File: src/rtl/rst_cause_ctl.sv
module rst_cause_ctl #(
  parameter int ADDR_W  = 16,
  parameter int STRETCH = 4
) (
  input  logic              clk,
  input  logic              por_n,
  input  logic              ext_rst_req,
  input  logic              acc_valid,
  input  logic [1:0]        acc_kind,
  input  logic [ADDR_W-1:0] acc_addr,
  input  logic [ADDR_W-1:0] lock_addr,
  input  logic              acc_secure_blk,
  input  logic              flash_wr_en,
  input  logic              vmon_en,
  input  logic              rtc_alarm_en,
  input  logic              rtc_alarm_hit,
  input  logic              rtc_mcd_en,
  input  logic              rtc_clk_slow,
  input  logic              reg_we,
  input  logic [7:0]        reg_wdata,
  output logic              sys_rst,
  output logic [7:0]        status
);
  localparam int CW = $clog2(STRETCH + 1);
  localparam logic [1:0] K_DREAD = 2'd1;

  logic [CW-1:0] cnt;
  logic [1:0]    slow_q;
  logic [3:0]    cause_q, req_vec, pick;
  logic          above, is_mod, flash_err, rtc_req, sw_req, unused_wbits;

  assign above     = acc_addr > lock_addr;
  assign is_mod    = acc_kind[1];
  assign flash_err = acc_valid & (is_mod ? flash_wr_en & (above | acc_secure_blk | ~vmon_en)
                                         : above | (acc_kind == K_DREAD && acc_secure_blk));
  assign rtc_req   = status[7] & ((rtc_alarm_en & rtc_alarm_hit) | (rtc_mcd_en & slow_q[1]));
  assign sw_req    = reg_we & reg_wdata[4];
  assign req_vec   = {ext_rst_req, flash_err, rtc_req, sw_req};
  assign pick      = req_vec[3] ? 4'b1000 : req_vec[2] ? 4'b0100 :
                     req_vec[1] ? 4'b0010 : req_vec[0] ? 4'b0001 : 4'b0000;
  assign sys_rst   = cnt != '0;
  assign unused_wbits = ^{reg_wdata[6:5], reg_wdata[3:0]};

  always_ff @(posedge clk or negedge por_n) begin
    if (!por_n) begin
      slow_q  <= '0;
      cnt     <= '0;
      cause_q <= '0;
      status  <= 8'h02;
    end else begin
      slow_q <= {slow_q[0], rtc_clk_slow};
      if (cnt == '0) begin
        if (|req_vec) begin
          cnt     <= CW'(STRETCH);
          cause_q <= pick;
        end
        if (reg_we) status[7] <= reg_wdata[7];
      end else begin
        cnt <= cnt - 1'b1;
        if (cnt == CW'(1))
          status[6:0] <= {cause_q[2], cause_q[1], cause_q[0], 3'b000, cause_q[3]};
      end
    end
  end

  p_flash_starts_r1: assert property (@(posedge clk) disable iff (!por_n)
    (flash_err && !sys_rst) |=> sys_rst);

  p_sw_starts_r8: assert property (@(posedge clk) disable iff (!por_n)
    (sw_req && !sys_rst) |=> sys_rst);

  p_no_spurious_r5: assert property (@(posedge clk) disable iff (!por_n)
    (!sys_rst && !ext_rst_req && !flash_err && !rtc_req && !sw_req) |=> !sys_rst);

  p_one_cause_r10: assert property (@(posedge clk) disable iff (!por_n)
    $fell(sys_rst) |-> ($countones({status[6:4], status[0]}) == 1 && status[3:1] == 3'b000));

  p_enable_kept_r10: assert property (@(posedge clk) disable iff (!por_n)
    $fell(sys_rst) |-> $stable(status[7]));

  p_rtc_gated_r6: assert property (@(posedge clk) disable iff (!por_n)
    (!status[7] && !sys_rst && !ext_rst_req && !flash_err && !sw_req) |=> !sys_rst);
endmodule

File: config.mk
export PLATFORM = sky130hd
export DESIGN_NAME = rst_cause_ctl
export DESIGN_NICKNAME = d
export VERILOG_FILES = /design/src/rtl/rst_cause_ctl.sv
export SDC_FILE = /design/constraint.sdc
export NUM_CORES = 1
export LEC_CHECK = 0
export BUFFER_PORTS_ARGS = -buffer_cell sky130_fd_sc_hd__buf_4
export CAP_MARGIN = 15
export CORE_MARGIN = 2
export CORE_UTILIZATION = 50
export CTS_BUF_LIST = sky130_fd_sc_hd__clkbuf_8
export CTS_CLUSTER_SIZE = 20
export DETAILED_ROUTE_END_ITERATION = 8
export PLACE_DENSITY = 0.88
export RECOVER_POWER = 50
export SLEW_MARGIN = 25
export SYNTH_ARGS = -nofsm -noshare
export SYNTH_HDL_FRONTEND = slang
export SYNTH_SLANG_ARGS = --single-unit
File: constraint.sdc
create_clock -name clk -period 2.65 [get_ports clk]
set_input_delay 0.1325 -clock clk [delete_from_list [all_inputs] [get_ports clk]]
set_output_delay 0.1325 -clock clk [all_outputs]
set_load 0.02 [all_outputs]
==> results of run 1 <==
==> worst max-delay path: stages (launching register included) <==
cell,delay [ps]
dfrtp_1,420
or2_2,310
inv_1,60
ha_1,300
nand2b_1,110
nor2_1,290
a21oi_2,120
mux2_4,310
==> worst paths after layout <==
check,start,to,slack [ps],cells past startpoint
setup / recovery,cnt[0]$_DFFE_PN0P_,cnt[1]$_DFFE_PN0P_,610,7
hold / removal,reg_wdata[7],status[7]$_DFFE_PN0P_,130,2
setup reg to reg,cnt[0]$_DFFE_PN0P_,cnt[1]$_DFFE_PN0P_,610,7
hold reg to reg,slow_q[0]$_DFF_PN0_,slow_q[1]$_DFF_PN0_,350,0
max in group asynchronous,por_n,cause_q[3]$_DFFE_PN0P_,1670,2
min in group asynchronous,por_n,slow_q[1]$_DFF_PN0_,490,2
==> layout by cell type (no fill, tap or decap), types with 4 or more instances in the layout <==
cell type and count:
a21oi_1 9, buf_4 51, dfrtp_1 14, ha_1 18
inv_1 24, nand2_1 6, nand2b_1 4, nor2_1 4
o21ai_0 6
==> layer usage <==
layer / wire length, um / vias up
li1: - / 540
met1: 978 / 534
met2: 1612 / 46
met3: 145 / 4
met4: 42 / 0
met5: 0 / -
==> cell type report <==
class / instances / area, um^2
multi-input cells: 85 / 691.9
fillers: 172 / 559.3
repair buffers: 56 / 417.9
flip-flops and latches: 15 / 376.6
inverters: 23 / 86.33
clock buffers: 3 / 41.29
well taps: 28 / 35.03
clock inverters: 1 / 3.754
==> timing repair <==
action,4_1_cts,5_1_grt
endpoints found under the setup margin,0,0
endpoints found under the hold margin,16,0
hold buffers,2,0
==> per-stage QoR <==
| stage | std cells | cell area [um^2] | setup WS [ps] | hold WS [ps] | utilization [%] |
|---|---|---|---|---|---|
| after floorplan | 125 | 1170 | 880.2 | -163.1 | - |
| after global placement | 205 | 1595 | 733.2 | -9.669 | 72.12 |
| after detailed placement | 205 | 1595 | 660.6 | -6.796 | 72.12 |
| after CTS | 211 | 1660 | 621.9 | 126.6 | 75.06 |
| after global routing | 211 | 1653 | 492.8 | 136.9 | 74.72 |
| final | 211 | 1653 | 614.1 | 128.2 | 74.72 |
==> flip-flops by register name (all words and copies together), names as in the netlist <==
signal   cells
slow_q       2
cnt          3
cause_q      4
status       6
==> where the power goes <==
part           internal, uW  switching, uW
Sequential              322           56.4
Combinational           265            269
Clock                   102           75.0
==> logic make-up (layout without fill, tap and decap cells) <==
| logic type | Yosys count | in the layout | share of synthesized area (%) |
|---|---|---|---|
| and+or+nand+nor | 28 | 28 | 13.73 |
| muxes | 5 | 5 | 5.472 |
| adders and majority gates | 18 | 18 | 19.31 |
| DFF | 15 | 15 | 32.30 |
| other | 1 | 2 | 0.3216 |
| AOI/OAI and AO/OA | 32 | 32 | 20.17 |
| buffers and inverters | 25 | 83 | 8.690 |
==> results.md, run 1 <==
* Syn Area/Cell at 9.404 um^2
* Final clock skew at 1.863 ps
* CP startpoint kind: flip-flop
* Synth top cells by count: 23 x inv_1, 18 x ha_1, 14 x dfrtp_1
* Final Wtd Congestion at 0.7413
* Via count at between 1000 and 1500
* Post-CTS Setup Bufs at 0
* Yosys warns at 0
* Most numerous cell in the Yosys netlist: inv_1
* DRT antenna net count at 0
* Worst min-delay path class: in2reg
* Top-level I/O count at 63
* Critical Path Sink Type: flip-flop
* Max Slew Vio Count at 0
* CP Max Fanout at 8
* Max cap viols at 0
* Post-cts resize count at 0
* Layout area overhead at 41.74%
* # setup viols final at 0
* Outcome: complete, no violations
* Peak VDD IR at roughly 0.39 mV
* Mapped Area at about 1200 um^2
* Antenna violations before repair at 0
* Max transition margin at ~48%
* Via density at 5.327
* Initial Utilization at 52.71%
* Nets at between 200 and 300
* Fmax at ~490 MHz
* 1st-pass router iterations at 4
* Routed len/inst at ~13 um
* Clock sink total at 15
* Post-synth top area share at between 30 and 40%
* CTS root buffer: clkbuf_8
* DPL Wire Length at between 2000 and 2500 um
* Initial DRC count at 21
* Final count of hold timing violations at 0
* Share of layout cells above drive strength 1 at 39.34%
* Post-route clock period utilization at 76.83%
* Die height at between 50 and 60 um
* Number of global-route vias before repair at ~1200
* Skew-Pair Late Insertion Delay at around 240 ps
* Crit path kind: reg2reg
* H-tree Lvls at 1
* # diodes at 0
* Port bufs at 54
* Synth Register Bits at 15
* Core Region at around 2200 um^2
* Leading area contributor after synthesis: dfrtp_1
* Mapped Cells at between 100 and 150
* PwrDens at about 660 nW/um^2
* Data arrival time of the critical path at between 2000 and 2500 ps
* Final min period at around 2000 ps
* Post-synth top flop: dfrtp_1
* Die area at about 2700 um^2
* Met2 Use GR at a little under half
* First-pass GRT wire length at around 4600 um
* Most crowded layer after global routing: met2
* Clk slew on worst S/H paths at roughly 60 ps
* Synth unique cells at 35
* Top post-synthesis cells by area: dfrtp_1 30%, ha_1 19%, inv_1 7.4%
* Met3 Track Usage GR at 2.857%
* Core Rows at 17
* Post-synth EDFFs at 0
* TritonCTS clock tree: yes
* Async S/R FF share, synth at 100.0%
* Worst-margin pin slew at 784.7 ps
* Power, Total at 1091 uW
* Largest net degree at the start of global routing at 16
* Register area share after synthesis at 32.30%
* Lkg Pwr at around 0.0009 uW
* Drt total wl at ~2800 um
* Drc violations at 0
* Met1 Usage GRT at a little under a quarter
* Die width at around 52 um
* GRT Util Overall at between 20% and 30%
* Inserted Clock Buffers at 3
* Setup TNS at 0 ps
* RSZ-0062 raised after global routing: no
* Overflow left after global routing at 0
* Clock Path Buffers at 2
* WP data required at 2780 ps
Note: power is estimated with default switching activity, not from simulation.
==> inputs of run 2 (changes only) <==
CORE_UTILIZATION = 42   (was 50)
PLACE_DENSITY = 0.79   (was 0.88)
clock period = 1.6 ns   (was 2.65 ns; I/O delays follow)
==> run 2 against run 1 <==
Register-to-register slack got worse by 530 ps. Clock power grew 66%. Global-route usage shrank 4.5 points. First-iteration DRC count down 14%. Die area increased by 18%. Non-clock buffer count is 8 higher. Largest power group unchanged. Flip-flop and latch count unchanged. Sequential share of layout area down 1.7 points. Routed wire length is 1.9% lower. Utilization is 8.1 points lower. Worst hold slack got worse by 59 ps. Setup slack lost 530 ps.
==> results.md, run 2 (synthesized netlist as in run 1, its figures left out) <==
* Outcome: complete, no violations
* # diodes at 0
* Data arrival time of the critical path at 1430 ps
* Final clock skew at 0.3779 ps
* Worst min-delay path class: in2reg
* Lkg Pwr at around 0.00093 uW
* Overflow left after global routing at 0
* Final count of hold timing violations at 0
* CTS root buffer: clkbuf_8
* Clock sink total at 15
* Via density at approximately 5.1
* Most frequent cells in the layout: 59 x buf_4, 20 x inv_1, 14 x ha_1, 14 x dfrtp_1, 9 x a21oi_1
* Post-route clock period utilization at roughly 95%
* Max transition margin at 46.98%
* P_sw at around 700 uW
* Clock Path Buffers at 2
* DPL Wire Length at between 2000 and 2500 um
* Max FFs per register at 6
* Commonest non-fill, non-tap cell in the layout: buf_4
* Reg2Reg Depth at 7
* GRT Util Overall at between 10% and 20%
* Internal power at between 1000 and 1500 uW
* Layout area overhead at 53.43%
* Nets at approximately 260
* Routed len/inst at 12.28 um
* First-pass GRT wire length at just under 5000 um
* Crit path from: cnt[1]$_DFFE_PN0P_
* Max Slew Vio Count at 0
* WP data required at around 1500 ps
* Max stage delay on crit path at 380 ps
* Initial DRC count at 18
* Largest regs: status (6), cause_q (4), cnt (3)
* Share of layout cells above drive strength 1 at between 40% and 50%
* FILL cells at around 220
* Top-level I/O count at 63
* Critical Path Sink Type: output pin
* PwrDens at 1086 nW/um^2
* Slowest CP cell: dfrtp_1
* RSZ-0062 raised after global routing: no
* Inserted Clock Buffers at 3
* Via count at approximately 1100
* Antenna violations before repair at 0
* Core Rows at 19
* Drc violations at 0
* Number of global-route vias before repair at 1210
* Final min period at 1515 ps
* DRT antenna net count at 0
* Final worst slack at 85.22 ps
* Final Wtd Congestion at about 0.74
* 1st-pass router iterations at 4
* # setup viols final at 0
* Post-CTS Setup Bufs at 0
* Post-Place Setup Slack at -180.1 ps
* Skew-Pair Late Insertion Delay at around 240 ps
* Reg power frac at 31.4%
* CP startpoint kind: flip-flop
* CP Max Fanout at 7
* Die area at approximately 3200 um^2
* Reg2reg end: cnt[2]$_DFFE_PN0P_
* Clk slew on worst S/H paths at 60 ps
* Drt total wl at around 2700 um
* Largest net degree at the start of global routing at 16
* H-tree Lvls at 1
* Initial Utilization at about 43%
* Fmax at 660.2 MHz
* Clock share of power at 15.2%
* Setup TNS at 0 ps
* CP endpoint: sys_rst
* Reg with most FFs: status
* Combinational Power Share at 53.5%
* Peak VDD IR at approximately 0.75 mV
* Core Region at between 2000 and 3000 um^2
* Crit path kind: reg2out
* Max cap viols at 0
* Reg2reg start: cnt[1]$_DFFE_PN0P_
* CP cell instances: or2_4, inv_2, ha_4, buf_4, inv_2, buf_4
* Sw Share at a little over a third
* TritonCTS clock tree: yes
* Reg2Reg Setup Slack at between 80 and 90 ps
* Die height at around 57 um
* Die width at ~57 um
* Worst-margin pin slew at approximately 800 ps
* Port bufs at 54
[run 2: layout make-up]
class	count	area [um^2]	share of cell area [%]
clock buffer	3	41.29	2.308
clock inverter	1	3.754	0.2098
inverter	23	86.33	4.825
multi-input combinational	85	764.5	42.73
sequential	15	376.6	21.05
tap	31	38.79	2.168
timing repair buffer	64	478.0	26.71
[run 2: power by group through the flow]
stage                     registers, uW  logic, uW  clock network, uW
after floorplan                     686        551                  0
final                               610       1040                294
after global placement              610        983                  0
after global routing                624       1140                315
after CTS                           611       1040                302
after detailed placement            617       1030                  0
[run 2: worst min path at each step]
stage                     cells past startpoint  slack [ps]    startpoint                endpoint
after floorplan                               0        -220         por_n  cause_q[0]$_DFFE_PN0P_
after global placement                        1         -60         por_n   status[4]$_DFFE_PN0P_
after detailed placement                      1         -50         por_n     slow_q[1]$_DFF_PN0_
after CTS                                     2          70  reg_wdata[7]   status[7]$_DFFE_PN0P_
after global routing                          2          70  reg_wdata[7]   status[7]$_DFFE_PN0P_
final                                         2          70  reg_wdata[7]   status[7]$_DFFE_PN0P_
[run 2: per-stage QoR]
step / area [um^2] / util [%] / cells / total power, uW / hold WS (ps)
finish: 1789 / 66.60 / 222 / 1942 / 69.70
global route: 1789 / 66.60 / 222 / 2075 / 73.35
CTS: 1789 / 66.60 / 222 / 1954 / 66.15
detailed placement: 1719 / 64.00 / 216 / 1646 / -53.11
global placement: 1719 / 64.00 / 216 / 1593 / -60.59
floorplan: 1230 / - / 125 / 1238 / -215.6
[run 2: repair_timing]
action,CTS,global route
gates resized for setup,1,2
endpoints found under the hold margin,16,0
endpoints found under the setup margin,2,2
hold buffers,2,0
pin swaps,0,1
[run 2: metal layers]
| layer | wire, um | track usage [%] | vias to the layer above |
|---|---|---|---|
| li1 | - | - | 559 |
| met1 | 988 | 19.12 | 527 |
| met2 | 1585 | 37.71 | 36 |
| met3 | 145 | 3.226 | 2 |
| met4 | 6 | 3.061 | 0 |
| met5 | 0 | 0 | - |
[run 2: worst max-delay path: cells and delay by family (launching register included)]
kind          cells  cell delay (ps)
buf+inv           4              420
flops             1              380
simple gates      1              260
fa+ha+maj         1              140
